File: src/rtl/wfault_pick.sv
module wfault_pick #(
  parameter int N = 8,
  parameter logic [15:0] RST_SEED = 16'hACE1,
  localparam int IW = (N > 1) ? $clog2(N) : 1
) (
  input  logic          clk,
  input  logic          rst_n,
  input  logic          seed_ld,
  input  logic [15:0]   seed_val,
  input  logic          inj_req,
  input  logic          tbl_we,
  input  logic [IW-1:0] tbl_idx,
  input  logic [15:0]   tbl_data,
  output logic [N-1:0]  fault_vec,
  output logic [IW-1:0] fault_idx,
  output logic          fault_vld
);
  localparam logic [15:0] TAPS = 16'hB400;

  logic [N-1:0][15:0] thr;
  logic [15:0]        lfsr;
  logic               pend;
  logic [N-1:0]       hit;
  logic [IW-1:0]      hit_idx;

  wire        accept   = inj_req && !seed_ld && !pend && !fault_vld;
  wire [15:0] lfsr_nxt = {1'b0, lfsr[15:1]} ^ (lfsr[0] ? TAPS : 16'h0000);

  for (genvar k = 0; k < N; k++) begin : g_ent
    localparam logic [15:0] INIT = 16'((((k + 1) * 65536) / N) - 1);
    always_ff @(posedge clk or negedge rst_n)
      if (!rst_n) thr[k] <= INIT;
      else if (tbl_we && tbl_idx == IW'(k)) thr[k] <= tbl_data;

    if (k == 0) begin : g_lo
      assign hit[k] = lfsr <= thr[k];
    end else begin : g_hi
      assign hit[k] = (lfsr <= thr[k]) && (lfsr > thr[k-1]);
    end
  end

  always_comb begin
    hit_idx = '0;
    for (int k = N - 1; k >= 0; k--)
      if (hit[k]) hit_idx = IW'(k);
  end

  always_ff @(posedge clk or negedge rst_n) begin
    if (!rst_n) begin
      lfsr      <= RST_SEED;
      pend      <= 1'b0;
      fault_vec <= '0;
      fault_idx <= '0;
      fault_vld <= 1'b0;
    end else begin
      if (seed_ld)     lfsr <= (seed_val == 16'h0) ? 16'h0001 : seed_val;
      else if (accept) lfsr <= lfsr_nxt;
      pend      <= accept;
      fault_vld <= pend;
      fault_vec <= pend ? hit : '0;
      if (pend) fault_idx <= hit_idx;
    end
  end
endmodule

File: config.mk
export PLATFORM = sky130hd
export DESIGN_NAME = wfault_pick
export DESIGN_NICKNAME = d
export VERILOG_FILES = /design/src/rtl/wfault_pick.sv
export SDC_FILE = /design/constraint.sdc
export NUM_CORES = 1
export LEC_CHECK = 0
export ABC_AREA = 1
export BUFFER_PORTS_ARGS = -buffer_cell sky130_fd_sc_hd__buf_2
export CORE_MARGIN = 8
export CORE_UTILIZATION = 50
export CTS_CLUSTER_SIZE = 20
export DETAILED_ROUTE_END_ITERATION = 8
export PLACE_DENSITY_LB_ADDON = 0.12
export SYNTH_ARGS = -nofsm -noshare
export SYNTH_HDL_FRONTEND = slang
export SYNTH_SLANG_ARGS = --single-unit
File: constraint.sdc
create_clock -name clk -period 3.6 [get_ports clk]
set_input_delay 0.36 -clock clk [delete_from_list [all_inputs] [get_ports clk]]
set_output_delay 0.36 -clock clk [all_outputs]
set_load 0.02 [all_outputs]
==> summary.md, run 1 <==
The run finished with clean final reports. The clock passes through at most 2 buffers. The run gives 0 as the number of diodes. Counting the fill cells in the layout gives 1743.

The gate count after technology mapping came out at 1135. In this run the worst hold path is classified as in -> async. For the total of warnings raised by yosys, the log shows 0. Of the cells placed in the final design, the portion with a size suffix greater than 1 is 18.9%. The buffer cell driving the clock tree root is sky130_fd_sc_hd__clkbuf_16. For the worst setup path, the data required time is 3.92 ns. The detailed placer's ending HPWL was 17200 µm; the detailed-route via count was 7350. The number of global-route vias before repair was 7317; the number of nets in the finished design was 1348. The tool flagged a number of max-cap violations equal to 0. The logs give 0 ns for the setup TNS and 0 for the total count of hold-check failures in the final report.

In this run the worst path has a maximum fanout of 9. The number of clock buffers added by TritonCTS is 17. After clock tree synthesis, the repair step resized 0 gates. CTS built an H-tree with a depth of 4. The worst path needs 2.25 ns of the cycle, external delays included. Setup violations remaining at the end of the flow were counted as 0. The number of antenna violations at the first check in global routing was 0; the floorplan die area was 0.0234 mm². The global routing usage summed across all routing layers came out at 20.8%. The launching instance or port of the critical path is lfsr[0]. Summed over its instances, the top area cell type makes up 34.7% of the synthesized netlist area. For this run, asynchronously set or reset flops after synthesis account for 100%. The floorplan step set the die width to 153 µm. Dominant cell by count in the synthesized netlist: sky130_fd_sc_hd__nand2_1. The slack of the worst reg-to-reg path was 1.35 ns.

The later pin in the worst-skew pair is clocked with a latency of 0.43 ns. The number of distinct library cell variants in the gate-level netlist after synthesis is 36. Across the routed clock network, the largest skew measured is 0.00877 ns.

The share of the Yosys chip area taken by registers is 43.5%. The launch point of the worst reg-to-reg path is lfsr[0]. Setup repair after global routing left no endpoint under its margin.

Post-synth design cell area: 0.00938 mm². Counting every sink on the clock net gives 157. In this run, synthesis inferred 0 flip-flops with an integrated enable.

The initial core utilization was 50.5%; the area growth from synthesis to layout was 11.7%. The number of max-slew violations in the final report was 0. For this run, the detailed router's first-pass iteration total came to 5. During I/O placement, the number of pins put on the boundary was 52. The die is 153 µm tall. The kind of critical path is reg -> reg. Number of core rows: 50. The commonest cells after synthesis are 280 x sky130_fd_sc_hd__nand2_1, 190 x sky130_fd_sc_hd__inv_1, 144 x sky130_fd_sc_hd__o21ai_0.

For this run, the leading register cell type out of synthesis is sky130_fd_sc_hd__dfstp_2. The ratio of total power to cell area is 582 mW/mm². The count of buffers inserted at the top-level ports works out to 51. The post-CTS setup buffer count was 0; the transition time of the tightest slew-check pin was 1.16 ns. TritonCTS built the clock tree. After synthesis, the mean cell area works out to 8.26 µm².

Routability-driven placement finished with a final weighted congestion of 0.937. Counting cells, the worst reg-to-reg path comes to 14. In this run the remaining antenna-violating nets after routing total 0.

Dividing the detail-routed wire length by the instance count gives 16.3 µm. The capturing element type of the critical path was a flip-flop. At the worst endpoint, the arrival time is 2.57 ns. The highest clock rate was 445 MHz; the residual overflow from global routing was 0. The global-route wire length before repair is 38500 µm. Yosys attributes the largest share of cell area to sky130_fd_sc_hd__dfstp_2 35%, sky130_fd_sc_hd__ha_1 17%, sky130_fd_sc_hd__nand2_1 11%, sky130_fd_sc_hd__dfrtp_1 8.8%, sky130_fd_sc_hd__o21ai_0 7.7%.

The total nets after synthesis was 1303. The static leakage power came out at 0.00520 µW. The routed design has 23300 µm of wire. The total of flip-flops plus latches after synthesis is 157, and the remaining routing DRC violations is 0. The via density per instance was 5.15. Measured against its own limit, the worst slew margin works out to 22.8%. The core region is 0.0186 mm². The detailed router finished its first iteration with 544 violations. The clock-pin slew reported for the worst setup and hold paths after clock tree synthesis came out at 0.07 ns. The tools report the post-layout total power as 6090 µW. Of all cell types, the one taking the most synthesized area is sky130_fd_sc_hd__dfstp_2. The hold buffer count at CTS is 0. The worst register-to-register path ends at fault_idx[0].

Dividing the final minimum period by the clock period gives 62.5%. The startpoint class of the critical path is a flip-flop. Entering global routing, the biggest net connects 81 pins. IR analysis of the VDD net gives a maximum drop of 0.355 mV.
==> placed cells by master (no fill, tap or decap), drive strengths merged <==
cell type / n
bufinv: 2
a22oi: 1
nand3b: 1
o21bai: 4
xnor2: 1
dfstp: 124
or2: 2
o21a: 4
nand4: 11
nand3: 14
clkbuf: 21
nor2: 67
a21oi: 67
nor3: 5
a21o: 2
nand2: 282
dfrtp: 33
clkinvlp: 3
a21boi: 1
a31oi: 4
nor4: 3
o221ai: 2
buf: 55
and3: 3
o21ai: 144
inv: 194
ha: 128
clkinv: 5
o22ai: 10
==> sequential cells by signal (all words and copies together), names as in the netlist <==
| signal | flops |
|---|---|
| fault_idx | 3 |
| fault_vec | 8 |
| fault_vld | 1 |
| lfsr | 16 |
| pend | 1 |
| thr | 128 |
==> area by class of cell <==
type                    count  area (µm²)  area share [%]
clock inverters            11         131            1.25
inverters                 193         724            6.92
well taps                 234         293            2.80
clock buffers              21         482            4.60
repair buffers             55         304            2.90
multi-input cells         756        4450            42.5
flip-flops and latches    157        4080            39.0
==> how the worst max path moves through the flow <==
| stage | end | slack [ns] | cells past startpoint |
|---|---|---|---|
| 2_1_floorplan | fault_idx[1] | 1.75 | 18 |
| 3_3_place_gp | fault_idx[1] | 1.37 | 18 |
| 3_5_place_dp | fault_idx[0] | 1.35 | 14 |
| 4_1_cts | fault_idx[0] | 1.33 | 14 |
| 5_1_grt | fault_idx[0] | 1.13 | 14 |
| 6_report | fault_idx[0] | 1.35 | 14 |
==> cells by family after synthesis <==
kind of cell	count (synthesis)	synth area share, %
AO/OA/AOI/OAI	239	13.7
adder cells (fa/ha/maj)	128	17.1
flip-flops	157	43.5
AND/OR/NAND/NOR	388	16.5
XOR/XNOR	1	0.0934
buffers and inverters	222	9.02
==> report_power, final <==
| group | switching [µW] | leakage [µW] | internal (µW) |
|---|---|---|---|
| Clock | 765 | 0.000291 | 1110 |
| Sequential | 256 | 0.00172 | 2280 |
| Combinational | 1020 | 0.00319 | 669 |
| Total | 2040 | 0.00520 | 4050 |
==> per-stage QoR <==
step,hold slack [ns],util [%],area [µm²],std cells,setup slack [ns]
4_1_cts,0.0117,56.4,10500,1427,1.33
5_1_grt,0.0463,56.4,10500,1427,1.13
3_5_place_dp,0.426,53.1,9860,1395,1.35
2_1_floorplan,0.0644,-,9380,1135,1.75
3_3_place_gp,0.430,53.1,9860,1395,1.37
6_report,0.000255,56.4,10500,1427,1.35
==> worst max-delay path, stage by stage (launching register included) <==
cell and delay, ns:
sky130_fd_sc_hd__dfstp_2 0.61, sky130_fd_sc_hd__inv_1 0.23, sky130_fd_sc_hd__ha_1 0.25, sky130_fd_sc_hd__inv_1 0.05
sky130_fd_sc_hd__a21oi_1 0.06, sky130_fd_sc_hd__o21ai_0 0.17, sky130_fd_sc_hd__nand2_1 0.08, sky130_fd_sc_hd__nand2_1 0.06
sky130_fd_sc_hd__nand2_1 0.09, sky130_fd_sc_hd__nand2_1 0.09, sky130_fd_sc_hd__nand2_1 0.08, sky130_fd_sc_hd__a21oi_1 0.14
sky130_fd_sc_hd__nand3_1 0.13, sky130_fd_sc_hd__nand2_1 0.08, sky130_fd_sc_hd__nand2_1 0.04
==> layer usage <==
| layer | GRT usage [%] | part of all wire [%] | wire length [µm] | up-vias |
|---|---|---|---|---|
| met5 | 0 | 0 | 0 | - |
| met4 | 7.35 | 2.0 | 462 | 0 |
| met3 | 3.24 | 3.4 | 796 | 33 |
| met2 | 35.3 | 48 | 11200 | 120 |
| met1 | 26.6 | 47 | 10900 | 3448 |
| li1 | - | - | - | 3749 |
Power figures use the tool's default switching activity.
==> inputs of run 2 (changes only) <==
--- a/config.mk
+++ b/config.mk
@@ -5,7 +5,7 @@
 export SDC_FILE = /design/constraint.sdc
 export NUM_CORES = 1
 export LEC_CHECK = 0
-export ABC_AREA = 1
+export ABC_AREA = 0
 export BUFFER_PORTS_ARGS = -buffer_cell sky130_fd_sc_hd__buf_2
 export CORE_MARGIN = 8
 export CORE_UTILIZATION = 50
==> constraint.sdc (replaced) <==
create_clock -name clk -period 2 [get_ports clk]
set_input_delay 0.2 -clock clk [delete_from_list [all_inputs] [get_ports clk]]
set_output_delay 0.2 -clock clk [all_outputs]
set_load 0.02 [all_outputs]
==> summary.md, run 2 <==
The largest registers in the layout are thr: 128 flops, lfsr: 16 flops, fault_vec: 8 flops. The placement-stage cell area is 0.0106 mm². For the initial core utilization, the log shows 51.2%. TritonCTS created 17 clock buffers.

The register with the most flip-flops in the layout has 128 of them. Counting flops with an async set or reset pin after synthesis yields a share of 100%. Design area: 0.0121 mm². The worst setup path is of the reg -> reg kind.

Counting along the longest clock path gives a buffer depth of 2. The global routing usage summed across all routing layers is 22.8%. The mapped netlist covers 0.00922 mm². The ratio of total power to cell area was 1040 mW/mm²; the standard cell core area was 0.0180 mm². The post-layout total power was 12600 µW; the buffers plus inverters on the worst setup path was 4. Gate count after technology mapping: 915. The floorplan has 49 rows. The highest cell delay on the worst timing path is 0.60 ns, and the global placer's final weighted congestion is 0.881. The H-tree depth reported by CTS is 4, and the count of max-cap constraint violations is 0. Counting flops with a built-in enable in the synthesized netlist gives 0. The area growth from synthesis to layout came out at 31.4%. Counting the fill cells in the layout gives 1408. The total count of hold-check failures in the final report was 0; the number of clock sinks seen by CTS was 157.

The via density per instance was 5.53. Dividing the final minimum period by the clock period gives 135%. The maximum fanout along the worst path was 5. The number of max-slew violations in the final report is 0, and the setup violation total in the final timing report is 11. TritonCTS built the clock tree.

The total of flip-flops plus latches after synthesis is 157, and the transition time of the tightest slew-check pin is 0.579 ns. The run gives 1083 as the total nets after synthesis. 0 antenna diodes ended up in the layout.

For the number of global-route vias before repair, the log shows 7460. The die boundary width is 152 µm, and the violation count after the first detailed-route iteration is 367. For the sequential cell area fraction in the yosys report, the log shows 44.3%.

The worst setup path is captured at a flip-flop. The wire length per cell after detailed routing came out at 20.0 µm. The final worst slack is -0.695 ns. The detail route stage leaves a number of antenna-violating nets equal to 0. Pin placement for this block handled 52 I/O pins.

The die is 152 µm tall. Among all cell types in the netlist, the one instantiated most often is sky130_fd_sc_hd__inv_1. By count the netlist is led by 130 x sky130_fd_sc_hd__inv_1, 128 x sky130_fd_sc_hd__ha_1, 124 x sky130_fd_sc_hd__dfstp_2. The share of synthesized area in the top cell type comes to 35.3%. After clock tree synthesis, the clock-pin slew on the worst setup and hold paths is 0.06 ns. The average instance in the mapped netlist occupies 10.1 µm². The run gives 0.690 mV as the maximum VDD drop. Based on the critical path, the design can be clocked at up to 371 MHz. The run gives 3.04 ns as the worst endpoint data arrival time. The signal on the critical path passes through buf_6 > ha_1 > nand4_1 > buf_6 > nor4_2 > buf_4 > a21boi_2 > o41a_1 > o21ai_1 > buf_4 > o211ai_1 > o221ai_1.

The worst setup path is launched from a flip-flop. Summed over all layers, the global routing overflow is 0. The clock arrives with 0.00875 ns of skew.

The run gives 19100 µm as the detailed placer's ending HPWL. Headroom to the max-slew limit came out at 61.0%. The detailed-route wire length is 27000 µm. The routed layout has 7438 vias. The final reports fail on setup timing. Worst hold path class: in -> reg.

In the layout the commonest cells are 124 x sky130_fd_sc_hd__inv_1, 124 x sky130_fd_sc_hd__dfstp_2, 112 x sky130_fd_sc_hd__buf_4. The critical path's top delay family was compound AO/OA/AOI/OAI gates. For the worst setup path, the data required time is 2.34 ns. The total of warnings raised by yosys was 0. Subtracting the final worst setup slack from the clock period gives 2.69 ns. Ranked by flip-flop count, first place goes to thr. The clock reaches the later pin of the worst-skew pair after 0.42 ns. The flow ran to the end, but the final reports show violations. Largest net degree at the start of global routing: 46. The largest individual stage delay along the critical path comes from the cell sky130_fd_sc_hd__dfstp_2. The fraction of final layout cells with drive strength greater than 1 was 45.2%.

Before antenna repair, the detailed router went through 5 iterations. The tightest hold path in the finished design has a slack of 0.0158 ns. The most used flip-flop cell after synthesis is sky130_fd_sc_hd__dfstp_2. The tools report the static leakage power as 0.00555 µW.

The tools report the number of antenna violations at the first check in global routing as 0. Setup repair after global routing could not meet its margin everywhere. The first global-routing pass estimated 41400 µm of wire.

The root buffer cell chosen for the clock tree is sky130_fd_sc_hd__clkbuf_16. The remaining routing DRC violations is 0. By area the synthesized netlist is led by sky130_fd_sc_hd__dfstp_2 35%, sky130_fd_sc_hd__ha_1 17%, sky130_fd_sc_hd__dfrtp_1 9.0%, sky130_fd_sc_hd__mux2_2 8.3%, sky130_fd_sc_hd__inv_1 5.3%.

The run gives 1272 as the number of nets in the finished design. The biggest area contributor in the post-synthesis netlist is sky130_fd_sc_hd__dfstp_2. The number of distinct library cell variants in the gate-level netlist after synthesis is 52. The floorplan die area came out at 0.0230 mm². Port buffering added 51 buffers.
run 2: cell types whose count changed in the layout (fill, tap and decap cells not counted), moves of 30 or more:
cell | before | now
sky130_fd_sc_hd__inv_1 | 190 | 124
sky130_fd_sc_hd__mux2_2 | 0 | 68
sky130_fd_sc_hd__buf_4 | 3 | 112
sky130_fd_sc_hd__nor2_1 | 66 | 31
sky130_fd_sc_hd__nand2_1 | 280 | 92
sky130_fd_sc_hd__o21ai_0 | 144 | 71
sky130_fd_sc_hd__buf_6 | 1 | 31
run 2: cell type report:
class,instances,area (µm²),share of cell area [%]
Multi-Input combinational cell,602,5150,42.5
Clock inverter,12,170,1.40
Clock buffer,20,437,3.60
Timing Repair Buffer,196,1490,12.3
Inverter,130,488,4.03
Sequential cell,157,4090,33.8
Tap cell,229,287,2.36
run 2: per-layer routing:
layer | wire [µm] | track usage [%] | vias to the layer above
li1 | - | - | 3581
met1 | 12100 | 29.4 | 3654
met2 | 13000 | 37.5 | 165
met3 | 1180 | 4.40 | 38
met4 | 697 | 7.87 | 0
met5 | 0 | 0 | -
run 2: worst min-delay path, cell delays in order:
cell	delay, ns
sky130_fd_sc_hd__buf_2	0.11
sky130_fd_sc_hd__nand2_1	0.05
sky130_fd_sc_hd__o21ai_0	0.07
run 2: repair_timing:
item | CTS | global route
setup buffers | 13 | 22
endpoints found under the setup margin | 11 | 11
hold endpoints to repair | 21 | 0
pin swaps | 18 | 29
resized for setup | 33 | 86
hold buffers | 1 | 0
run 2: through the flow:
| step | cells | TNS [ns] | setup slack (ns) | utilization, % |
|---|---|---|---|---|
| after floorplan | 915 | -1.40 | -0.482 | - |
| after global placement | 1282 | -5.36 | -0.771 | 59.0 |
| after detailed placement | 1282 | -5.59 | -0.828 | 59.0 |
| after CTS | 1328 | -4.47 | -0.638 | 63.9 |
| after global routing | 1346 | -5.84 | -0.797 | 67.2 |
| final | 1346 | -4.86 | -0.695 | 67.2 |
run 2: worst paths after layout:
kind                       cells after the start          from  slack (ns)            to
setup / recovery                              12      lfsr[13]       -0.69  fault_idx[1]
setup reg to reg                              12      lfsr[13]       -0.69  fault_idx[1]
hold reg to reg                                2       thr[65]        0.51       thr[65]
min in group asynchronous                      2         rst_n        0.29       lfsr[9]
max in group asynchronous                      3         rst_n        0.96       thr[46]
hold / removal                                 3  seed_val[13]        0.02      lfsr[13]
run 2: cells by family (layout without fill, tap and decap cells):
group           count (synthesis)  in the layout  share of synthesized area [%]
simple gates                  213            213                           10.9
compound gates                189            189                           12.4
flops                         157            157                           44.3
buf+inv                       156            358                           6.35
fa+ha+maj                     128            128                           17.4
mux                            69             69                           8.41
xor+xnor                        3              3                          0.285
run 2: power breakdown:
| group | switching (µW) | total [µW] | internal [µW] |
|---|---|---|---|
| Clock | 1320 | 3400 | 2080 |
| Sequential | 320 | 4510 | 4190 |
| Combinational | 2410 | 4650 | 2240 |
==> inputs of run 3 (changes only) <==
==> constraint.sdc (replaced) <==
create_clock -name clk -period 2 [get_ports clk]
set_input_delay 0.1 -clock clk [delete_from_list [all_inputs] [get_ports clk]]
set_output_delay 0.1 -clock clk [all_outputs]
set_load 0.02 [all_outputs]
==> summary.md, run 3 (synthesis gave the netlist of run 2 again) <==
The run finished, with violations left. The final reports fail on setup timing. The flip-flop count of the largest register, all copies and words added is 128, and the remaining routing DRC violations is 0. In the final design database the tool counted 1281 nets.

The share of the clock period used by the worst path came out at 134%. The number of antenna violations at the first check in global routing came out at 0. STA classifies the critical path startpoint as a flip-flop.

The tools report the final worst slack as -0.675 ns. For the floorplan die area, the log shows 0.0230 mm². Across the run, the number of max-cap violations was 0. The detailed-route via count was 7463. The tools report the buffer cell driving the clock tree root as sky130_fd_sc_hd__clkbuf_16. The ratio of total power to cell area is 1020 mW/mm². TritonCTS built the clock tree.

For the highest clock rate, the log shows 374 MHz. For the worst setup path, the data required time is 2.33 ns. The number of global-route vias before repair was 7770. Setup repair after global routing could not meet its margin everywhere. For this design the static power due to leakage is 0.00557 µW. 52 I/O pins were placed. The count of nets left with antenna violations once routing finished came out at 0. The register bank with the most flops is thr. The H-tree was split into 4 levels. Headroom to the max-slew limit came out at 57.9%. Using the TritonRoute via totals, the vias-per-cell ratio works out to 5.51. Broken down by cell family, the worst path's largest delay share belongs to compound AO/OA/AOI/OAI gates. In the layout the commonest cells are 124 x sky130_fd_sc_hd__dfstp_2, 122 x sky130_fd_sc_hd__inv_1, 109 x sky130_fd_sc_hd__buf_4. The first global-routing pass estimated 42300 µm of wire.

The buffers plus inverters on the worst setup path came out at 1. The congestion estimate from routability-driven global placement came to 0.872. Of the cells placed in the final design, the portion with a size suffix greater than 1 is 45.0%. Global routing finished with a remaining overflow of 0. The tightest min-delay check is of the in -> reg type. The kind of critical path is reg -> reg. The pre-antenna-repair detailed-routing pass consisted of 5 iterations.

In this run the deepest clock path goes through 2 buffers. Once layout is complete, the utilization of the core stands at 68.2%. The worst endpoint data arrival time came out at 3.00 ns. The worst-path cell with the longest stage delay is sky130_fd_sc_hd__dfstp_2.

The run gives 49 as the number of core rows. Input and output buffers added on the ports amount to 51. The initial utilization of the core area, before any placement, comes to 51.2%.

In this run, the number of DRC markers left after iteration 0 of detailed routing was 370. In this run the worst path has a maximum fanout of 3. The tools report the number of max-slew violations in the final report as 0. The tools report the setup violation total in the final timing report as 11. After filler insertion, the fill cell instance count of the layout stands at 1385. The commonest non-fill, non-tap cell in the layout was sky130_fd_sc_hd__dfstp_2. The signal on the critical path passes through buf_12 > ha_4 > a21oi_2 > o21a_1 > o2bb2ai_1 > o41a_1 > or3_4 > and4b_1 > o41ai_2. STA classifies the critical path endpoint as a flip-flop. At the pin with the least slew margin, the transition time is 0.626 ns. Total count of hold-check failures in the final report: 0. Dividing the detail-routed wire length by the instance count gives 19.8 µm. The detailed-route wire length is 26900 µm, and the shortest period the worst path allows is 2.68 ns. The run gives 23.3% as the global routing usage summed across all routing layers.

The detailed placer's ending HPWL was 18700 µm; the maximum VDD drop was 0.692 mV. Measured along the x axis, the die boundary spans 152 µm. The maximum clock skew at final layout came out at 0.00695 ns.

In the final layout, the registers with the most flip-flops are thr: 128 flops, lfsr: 16 flops, fault_vec: 8 flops. Clock tree synthesis inserted a total of 17 buffers. The highest cell delay on the worst timing path is 0.61 ns, and the clock-pin slew reported for the worst setup and hold paths after clock tree synthesis is 0.06 ns.

The number of diodes was 0. Entering global routing, the biggest net connects 48 pins. For the clock latency at the later pin of the worst-skew pair, the log shows 0.43 ns. The design draws 12600 µW. The region available for standard cell placement spans 0.0180 mm². The number of clock sinks seen by CTS is 157, and the setup slack after placement is -0.765 ns.

The chip height came out at 152 µm. The area growth from synthesis to layout came out at 33.2%.
run 3: area by class of cell:
class                   count  area [µm²]  area share, %
inverters                 130         488           3.97
clock buffers              24         472           3.84
repair buffers            205        1620           13.2
well taps                 229         287           2.33
multi-input cells         602        5220           42.5
clock inverters             8         115          0.937
flip-flops and latches    157        4090           33.3
run 3: layer usage:
metal / global-route usage, % / up-vias / routed length [µm]
met2: 38.5 / 186 / 12900
met5: 0 / - / 0
met3: 4.60 / 50 / 1170
met1: 29.8 / 3639 / 12100
li1: - / 3588 / -
met4: 8.06 / 0 / 707
run 3: path summary, 6_finish.rpt:
| check | cells past startpoint | from | slack (ns) | end |
|---|---|---|---|---|
| worst max-delay path | 9 | lfsr[11] | -0.68 | fault_idx[2] |
| worst min-delay path | 3 | seed_val[8] | 0.008 | lfsr[8] |
| worst max register to register | 9 | lfsr[11] | -0.68 | fault_idx[2] |
| worst min register to register | 1 | thr[109] | 0.51 | thr[109] |
| max in group asynchronous | 3 | rst_n | 1.08 | thr[9] |
| min in group asynchronous | 2 | rst_n | 0.21 | fault_idx[2] |
run 3: metrics by stage:
| stage | setup TNS (ns) | std cells | cell area, µm² | hold slack [ns] |
|---|---|---|---|---|
| after CTS | -4.58 | 1348 | 12000 | 0.000349 |
| after global routing | -5.52 | 1355 | 12300 | 0.00165 |
| after floorplan | -1.40 | 915 | 9310 | -0.196 |
| after detailed placement | -5.72 | 1279 | 10600 | 0.0896 |
| after global placement | -5.52 | 1279 | 10600 | 0.0930 |
| final | -4.80 | 1355 | 12300 | 0.00774 |
run 3: timing repair:
| action | 4_1_cts | 5_1_grt |
|---|---|---|
| hold buffers | 17 | 0 |
| cloned | 0 | 0 |
| pin swaps | 32 | 30 |
| gates resized for setup | 79 | 42 |
| endpoints found under the setup margin | 11 | 11 |
| setup buffers | 23 | 9 |
| endpoints found under the hold margin | 68 | 0 |
run 3: tightest hold or removal path: stages:
cell and delay, ns:
sky130_fd_sc_hd__buf_2 0.11, sky130_fd_sc_hd__nand2_1 0.05, sky130_fd_sc_hd__o21ai_0 0.12
run 3: where the power goes:
part	internal (µW)	switching, µW
clock network	2020	1300
logic	2300	2440
registers	4190	317
total	8510	4050
